**src/rtl/xalu_pkg.sv**
```systemverilog
package xalu_pkg;
  localparam int DW      = 32;
  localparam int NFLAG   = 6;
  localparam int OPW     = 4;
  localparam int SZW     = 2;
  localparam int NIBW    = 4;

  typedef enum logic [OPW-1:0] {
    OP_ADD = 4'd0, OP_ADC = 4'd1, OP_SUB = 4'd2, OP_SBB = 4'd3,
    OP_INC = 4'd4, OP_DEC = 4'd5, OP_CMP = 4'd6, OP_NEG = 4'd7,
    OP_AND = 4'd8, OP_OR  = 4'd9, OP_XOR = 4'd10, OP_NOT = 4'd11
  } op_e;

  typedef struct packed {
    logic ovf;
    logic sgn;
    logic zro;
    logic aux;
    logic par;
    logic cry;
  } flags_t;

  function automatic logic [DW-1:0] size_mask(input logic [SZW-1:0] sz);
    case (sz)
      2'd0:    size_mask = DW'(32'h0000_00FF);
      2'd1:    size_mask = DW'(32'h0000_FFFF);
      default: size_mask = {DW{1'b1}};
    endcase
  endfunction

  function automatic logic top_bit(input logic [DW-1:0] v, input logic [SZW-1:0] sz);
    case (sz)
      2'd0:    top_bit = v[7];
      2'd1:    top_bit = v[15];
      default: top_bit = v[DW-1];
    endcase
  endfunction
endpackage

```
**src/rtl/xalu_addsub.sv**
```systemverilog
module xalu_addsub
  import xalu_pkg::*;
(
  input  logic [DW-1:0]  x_i,
  input  logic [DW-1:0]  y_i,
  input  logic           sub_i,
  input  logic           cin_i,
  input  logic [SZW-1:0] size_i,
  output logic [DW-1:0]  res_o,
  output logic           cry_o,
  output logic           ovf_o,
  output logic           aux_o
);
  logic [DW-1:0] mask;
  logic [DW-1:0] xm, ym;
  logic [DW:0]   sum;
  logic          cout;
  logic          msb_cin;

  always_comb begin
    mask = size_mask(size_i);
    xm   = x_i & mask;
    ym   = (sub_i ? ~y_i : y_i) & mask;
    sum  = {1'b0, xm} + {1'b0, ym} + {{DW{1'b0}}, cin_i};
    case (size_i)
      2'd0:    cout = sum[8];
      2'd1:    cout = sum[16];
      default: cout = sum[DW];
    endcase
    res_o   = sum[DW-1:0] & mask;
    msb_cin = top_bit(xm, size_i) ^ top_bit(ym, size_i) ^ top_bit(res_o, size_i);
    ovf_o   = msb_cin ^ cout;
    cry_o   = cout ^ sub_i;
    aux_o   = xm[NIBW] ^ ym[NIBW] ^ sum[NIBW] ^ sub_i;
  end
endmodule

```
**src/rtl/xalu_logic.sv**
```systemverilog
module xalu_logic
  import xalu_pkg::*;
(
  input  logic [OPW-1:0] op_i,
  input  logic [DW-1:0]  a_i,
  input  logic [DW-1:0]  b_i,
  input  logic [SZW-1:0] size_i,
  output logic [DW-1:0]  res_o
);
  logic [DW-1:0] raw;

  always_comb begin
    case (op_i)
      OP_AND:  raw = a_i & b_i;
      OP_OR:   raw = a_i | b_i;
      OP_XOR:  raw = a_i ^ b_i;
      default: raw = ~a_i;
    endcase
    res_o = raw & size_mask(size_i);
  end
endmodule

```
**src/rtl/xalu_status.sv**
```systemverilog
module xalu_status
  import xalu_pkg::*;
#(
  parameter int PAR_BITS = 8
) (
  input  logic [DW-1:0]  res_i,
  input  logic [SZW-1:0] size_i,
  output logic           sgn_o,
  output logic           zro_o,
  output logic           par_o
);
  logic [PAR_BITS:0] pchain;

  assign pchain[0] = 1'b1;
  for (genvar i = 0; i < PAR_BITS; i++) begin : g_par
    assign pchain[i+1] = pchain[i] ^ res_i[i];
  end

  always_comb begin
    sgn_o = top_bit(res_i, size_i);
    zro_o = ~|(res_i & size_mask(size_i));
    par_o = pchain[PAR_BITS];
  end
endmodule

```
**src/rtl/xalu_core.sv**
```systemverilog
module xalu_core
  import xalu_pkg::*;
(
  input  logic             clk,
  input  logic             rst_n,
  input  logic [3:0]       op_i,
  input  logic [1:0]       size_i,
  input  logic [31:0]      dst_i,
  input  logic [31:0]      src_i,
  input  logic             carry_i,
  input  logic             flag_we_i,
  output logic [31:0]      res_o,
  output logic             res_we_o,
  output logic [5:0]       flags_o
);
  localparam int SYNC_STAGES = 2;

  logic [SYNC_STAGES-1:0] rst_sync_q;
  logic                   rst_ni;

  always_ff @(posedge clk or negedge rst_n) begin
    if (!rst_n) rst_sync_q <= '0;
    else        rst_sync_q <= {rst_sync_q[SYNC_STAGES-2:0], 1'b1};
  end
  assign rst_ni = rst_sync_q[SYNC_STAGES-1];

  logic [DW-1:0] as_x, as_y, as_res, lg_res, sel_res;
  logic          as_sub, as_cin, as_cry, as_ovf, as_aux;
  logic          is_arith, is_logic, is_incdec, op_valid;
  logic          st_sgn, st_zro, st_par;
  flags_t        flags_q, flags_d;
  logic          flags_en;

  always_comb begin
    as_x   = dst_i;
    as_y   = src_i;
    as_sub = 1'b0;
    as_cin = 1'b0;
    case (op_i)
      OP_ADC:          as_cin = carry_i;
      OP_SUB, OP_CMP:  begin as_sub = 1'b1; as_cin = 1'b1; end
      OP_SBB:          begin as_sub = 1'b1; as_cin = ~carry_i; end
      OP_INC:          as_y = DW'(1);
      OP_DEC:          begin as_y = DW'(1); as_sub = 1'b1; as_cin = 1'b1; end
      OP_NEG:          begin as_x = '0; as_y = dst_i; as_sub = 1'b1; as_cin = 1'b1; end
      default:         ;
    endcase
  end

  xalu_addsub u_addsub (
    .x_i(as_x), .y_i(as_y), .sub_i(as_sub), .cin_i(as_cin), .size_i(size_i),
    .res_o(as_res), .cry_o(as_cry), .ovf_o(as_ovf), .aux_o(as_aux)
  );

  xalu_logic u_logic (
    .op_i(op_i), .a_i(dst_i), .b_i(src_i), .size_i(size_i), .res_o(lg_res)
  );

  always_comb begin
    is_arith  = (op_i <= OP_NEG);
    is_logic  = (op_i >= OP_AND) && (op_i <= OP_NOT);
    is_incdec = (op_i == OP_INC) || (op_i == OP_DEC);
    op_valid  = is_arith || is_logic;
    sel_res   = is_arith ? as_res : (is_logic ? lg_res : '0);
  end

  xalu_status #(.PAR_BITS(8)) u_status (
    .res_i(sel_res), .size_i(size_i),
    .sgn_o(st_sgn), .zro_o(st_zro), .par_o(st_par)
  );

  always_comb begin
    flags_d     = flags_q;
    flags_d.sgn = st_sgn;
    flags_d.zro = st_zro;
    flags_d.par = st_par;
    if (is_arith) begin
      flags_d.ovf = as_ovf;
      flags_d.aux = as_aux;
      flags_d.cry = is_incdec ? flags_q.cry : as_cry;
    end else begin
      flags_d.ovf = 1'b0;
      flags_d.aux = 1'b0;
      flags_d.cry = 1'b0;
    end
    flags_en = flag_we_i && op_valid && (op_i != OP_NOT);
  end

  always_ff @(posedge clk or negedge rst_ni) begin
    if (!rst_ni)       flags_q <= '0;
    else if (flags_en) flags_q <= flags_d;
  end

  assign res_o    = sel_res;
  assign res_we_o = op_valid && (op_i != OP_CMP);
  assign flags_o  = flags_q;

  p_cmp_no_write_r4: assert property (@(posedge clk) disable iff (!rst_ni)
    (op_i == OP_CMP) |-> !res_we_o);

  p_not_keeps_flags_r7: assert property (@(posedge clk) disable iff (!rst_ni)
    (op_i == OP_NOT) |=> $stable(flags_o));

  p_incdec_keeps_cf_r3: assert property (@(posedge clk) disable iff (!rst_ni)
    (is_incdec && flag_we_i) |=> (flags_o[0] == $past(flags_o[0])));

  p_logic_clears_r6: assert property (@(posedge clk) disable iff (!rst_ni)
    ((op_i >= OP_AND) && (op_i <= OP_XOR) && flag_we_i) |=>
      (flags_o[0] == 1'b0 && flags_o[5] == 1'b0 && flags_o[2] == 1'b0));

  p_hold_no_we_r10: assert property (@(posedge clk) disable iff (!rst_ni)
    !flag_we_i |=> $stable(flags_o));

  p_upper_zero_r8: assert property (@(posedge clk) disable iff (!rst_ni)
    (size_i == 2'd0) |-> (res_o[31:8] == 24'd0));

  p_neg_cf_r5: assert property (@(posedge clk) disable iff (!rst_ni)
    ((op_i == OP_NEG) && flag_we_i) |=>
      (flags_o[0] == $past(|(dst_i & size_mask(size_i)))));
endmodule

```
**config.mk**
```make
export PLATFORM = sky130hd
export DESIGN_NAME = xalu_core
export DESIGN_NICKNAME = d
export VERILOG_FILES = /design/src/rtl/xalu_pkg.sv /design/src/rtl/xalu_addsub.sv /design/src/rtl/xalu_logic.sv /design/src/rtl/xalu_status.sv /design/src/rtl/xalu_core.sv
export SDC_FILE = /design/constraint.sdc
export NUM_CORES = 1
export LEC_CHECK = 0
export ABC_AREA = 1
export ABC_CLOCK_PERIOD_IN_PS = 10650
export BUFFER_PORTS_ARGS = -buffer_cell sky130_fd_sc_hd__buf_2
export CAP_MARGIN = 0
export CELL_PAD_IN_SITES_DETAIL_PLACEMENT = 0
export CELL_PAD_IN_SITES_GLOBAL_PLACEMENT = 1
export CORE_MARGIN = 2
export CORE_UTILIZATION = 42
export DETAILED_ROUTE_END_ITERATION = 8
export PLACE_DENSITY = 0.91
export SETUP_SLACK_MARGIN = 0.2
export SYNTH_ARGS = -nofsm -noshare
export SYNTH_HDL_FRONTEND = slang
export SYNTH_SLANG_ARGS = --single-unit
```
**constraint.sdc**
```tcl
create_clock -name clk -period 10.65 [get_ports clk]
set_clock_uncertainty 0.2 [all_clocks]
set_input_delay 2.13 -clock clk [delete_from_list [all_inputs] [get_ports clk]]
set_output_delay 2.13 -clock clk [all_outputs]
set_load 0.02 [all_outputs]
```
==> results.yml <==
global_routing:
  grt_overflow_total: 0
  grt_start_max_net_pins: 37
  grt_first_pass_wirelength_um: 35900
  grt_pass1_vias: 6998
  grt.total_usage_pct: 27.8
  antenna_found_initial: 0
floorplan:
  ios: 113
  die_x_um: 126
  start_util_pct: 42.9
  rows: 44
  die_h_um: 126
  core_area_mm2: 0.0145
  die-area_mm2: 0.0158
clock_tree:
  cts.reportedPaths.clkPinSlew_ps: 40
  clockRootBuffer: "clkbuf_16"
  cts_setup_buffers: 0
  numCtsBuffers: 3
  clockBufferDepth: 2
  cts_tree: "done"
  cts.sinks: 8
  clk_latency_ps: 230
  htree_num_levels: 1
outcome:
  outcome: "complete, no violations"
pwr:
  vdd_drop_max_mv: 0.0583
  power_switching_mw: 0.299
  power.internal_mw: 0.222
  clockPowerShare_pct: 12.2
  combPwrFrac_pct: 80.5
  swShare_pct: 57.4
  p_leak_nw: 4.27
  seq_power_share_pct: 7.4
  powerDensity_mw_per_mm2: 74.4
min_path:
  holdPathEnd: "rst_sync_q[1]$_DFF_PN0_"
  hp-class: "flop to flop"
  holdPathStages: 0
  hp-start: "rst_sync_q[0]$_DFF_PN0_"
finish:
  multi_input_area_mm2: 0.00502
  nets: 1443
  fillers: 1629
  ff_latch_area_um2: 200
  final_core_util_pct: 48.4
  drive_above_1_share_pct: 10.8
  syn_to_final_growth_pct: 12.7
  n_antenna_cell: 0
timing:
  tightest_slew_ps: 1250
  setup_viol: 0
  period_minus_slack_ps: 8510
  hold_viol: 0
  post-route-period-util_pct: 79.9
  max_freq_mhz: 118
  fin_setup_tns_ps: 0
  slew_viol_final: 0
  relSlewSlack_pct: 16.6
  post-route-worst-setup-slack_ps: 2140
  rsz0062_at_grt: "no"
route:
  drc: 0
  vias: 7891
  wl_per_cell_um: 15.6
  postRouteAntennaNets: 0
  dr.pass1.iters: 6
  initialDrtViolationCount: 876
  routed_via_density: 5.43
  wirelength_um: 22700
worst_setup_path:
  critPathKind: "input pin to output pin"
  max_stage_delay_ps: 550
  worstPathRequired_ps: 8320
  cp.arrival_ps: 6180
  r2r.worst_path.cells: 1
  crit_start: "op_i[0]"
  crit_path_cell_trace: "buf_2 -> nand2_2 -> nor2_1 -> buf_4 -> inv_1 -> buf_4 -> o21ai_0 -> xor2_1 -> fa_1 -> fa_1 -> nand3_1 -> nand3_1 -> nand3_1 -> nand3_1 -> nand2_1 -> nand2_1 -> nand2_1 -> nand3_1 -> nand2_1 -> buf_2"
  critPathMaxFanout: 31
  crit_top_cell: "nand3_1"
  r2r_end: "flags_o[1]$_DFFE_PN0P_"
  slowest_stage: "fa_1"
  cp-end-kind: "output pin"
  startpoint_type: "input pin"
  rr_startpoint: "rst_sync_q[1]$_DFF_PN0_"
  r2r_slack_ps: 9570
placed_design:
  detailedPlace.worstSlack_ps: 2280
  place.gp.congestion: 1.04
  post-dp-hpwl_um: 18600
  portBuffers: 112
logic_synthesis:
  synth.avg_cell_area_um2: 5.27
  synth_seq_cells: 8
  yosys.area.top_type: "nand2_1"
  synth.distinct_cells: 37
  postSynthCellCount: 1178
  synth_top_area_share_pct: 23.5
  syn_area_mm2: 0.00621
  ys_seq_area_share_pct: 3.22
  yosysWarningCount: 0
  syn_nets: 1350
  synth.area.top_cells: "nand2_1, ha_1, inv_1, nor2_1, nand3_1"
run:
  cap_viol_max_count: 0
==> registers in the layout, indices dropped and copies added (netlist names) <==
register	cells
rst_sync_q	2
flags_o	6
==> per-stage QoR <==
stage | total power, mW | hold slack [ps] | cell area, um2 | std cells
4_1_cts | 0.515 | 170 | 7000 | 1453
6_report | 0.521 | 166 | 7000 | 1453
3_5_place_dp | 0.449 | -106 | 6920 | 1449
3_3_place_gp | 0.444 | -107 | 6920 | 1449
2_1_floorplan | 0.325 | -132 | 6210 | 1178
5_1_grt | 0.572 | 178 | 7000 | 1453
==> cell families after synthesis <==
logic type | count (synthesis) | synth area share, %
adder cells (fa/ha/maj) | 98 | 20.0
other | 1 | 0.0604
flip-flops | 8 | 3.22
buffers and inverters | 259 | 16.1
AO/OA/AOI/OAI | 190 | 18.5
AND/OR/NAND/NOR | 605 | 39.7
XOR/XNOR | 17 | 2.40
==> metal layers <==
metal	GRT usage (%)	routed length (um)	part of all wire, %	vias to the layer above
met5	0	0	0	-
met4	5.23	450	2.0	0
met3	3.34	2030	8.9	32
met2	42.8	9570	42	339
met1	41.7	10600	47	3558
li1	-	-	-	3962
==> worst max path at each step <==
stage / endpoint / slack, ps / cells past startpoint
after global placement: res_o[28] / 2400 / 20
after detailed placement: res_o[28] / 2280 / 20
after floorplan: res_o[16] / 3260 / 20
after CTS: res_o[28] / 2270 / 20
after global routing: res_o[28] / 1870 / 20
final: res_o[28] / 2140 / 20
==> cell usage in the layout, fill, tap and decap left out, types with 3 or more instances in the layout <==
cell / count
o21ai_0: 37
xnor2_1: 3
and2_1: 3
ha_1: 96
o22ai_1: 31
a21oi_1: 61
clkbuf_16: 3
buf_2: 112
o2111ai_1: 9
dfrtp_1: 8
o211ai_1: 39
or2_2: 5
nor2_2: 3
nor3_1: 14
nand3b_1: 6
inv_1: 223
nor2_1: 97
buf_4: 7
nand2_1: 389
o21ai_1: 3
xor2_1: 14
nand4_1: 14
inv_2: 3
nand3_1: 72
==> critical path, delay by kind of cell <==
family / cells / cell delay [ps]
and+or+nand+nor: 11 / 1660
buffers and inverters: 5 / 960
xor gates and xnor gates: 1 / 190
adders and majority gates: 2 / 1030
AOI/OAI and AO/OA: 1 / 180
==> area by class of cell <==
class | count | area share (%)
clock buffers | 3 | 1.07
inverters | 227 | 12.2
multi-input cells | 911 | 71.7
flip-flops and latches | 8 | 2.86
well taps | 184 | 3.29
repair buffers | 120 | 8.90
==> power groups by stage <==
stage	sequential (mW)	clock, mW	combinational [mW]
after global placement	0.0388	0	0.406
after CTS	0.0384	0.0638	0.413
after global routing	0.0389	0.0654	0.468
final	0.0383	0.0633	0.419
after detailed placement	0.0390	0	0.410
after floorplan	0.0448	0	0.280
==> cells in the mapped netlist, drive strengths merged <==
| cell | instances |
|---|---|
| nand2 | 391 |
| inv | 226 |
| nor2 | 100 |
| ha | 96 |
| nand3 | 72 |
| a21oi | 62 |
| o21ai | 41 |
| o211ai | 39 |
| o22ai | 31 |
| buf | 16 |
| clkbuf | 16 |
| nand4 | 14 |
| nor3 | 14 |
| xor2 | 14 |
| o2111ai | 9 |
| dfrtp | 8 |
| nand3b | 6 |
| or2 | 5 |
| and2 | 3 |
| xnor2 | 3 |
| a211oi | 2 |
| a21o | 2 |
| fa | 2 |
| o21a | 2 |
| a221oi | 1 |
| a22o | 1 |
| clkinv | 1 |
| conb | 1 |
==> what timing repair did <==
action | in CTS | in global routing
endpoints found under the hold margin | 6 | 0
hold buffers | 1 | 0
resized for setup | 0 | 0
(Power assumes the default switching activity.)
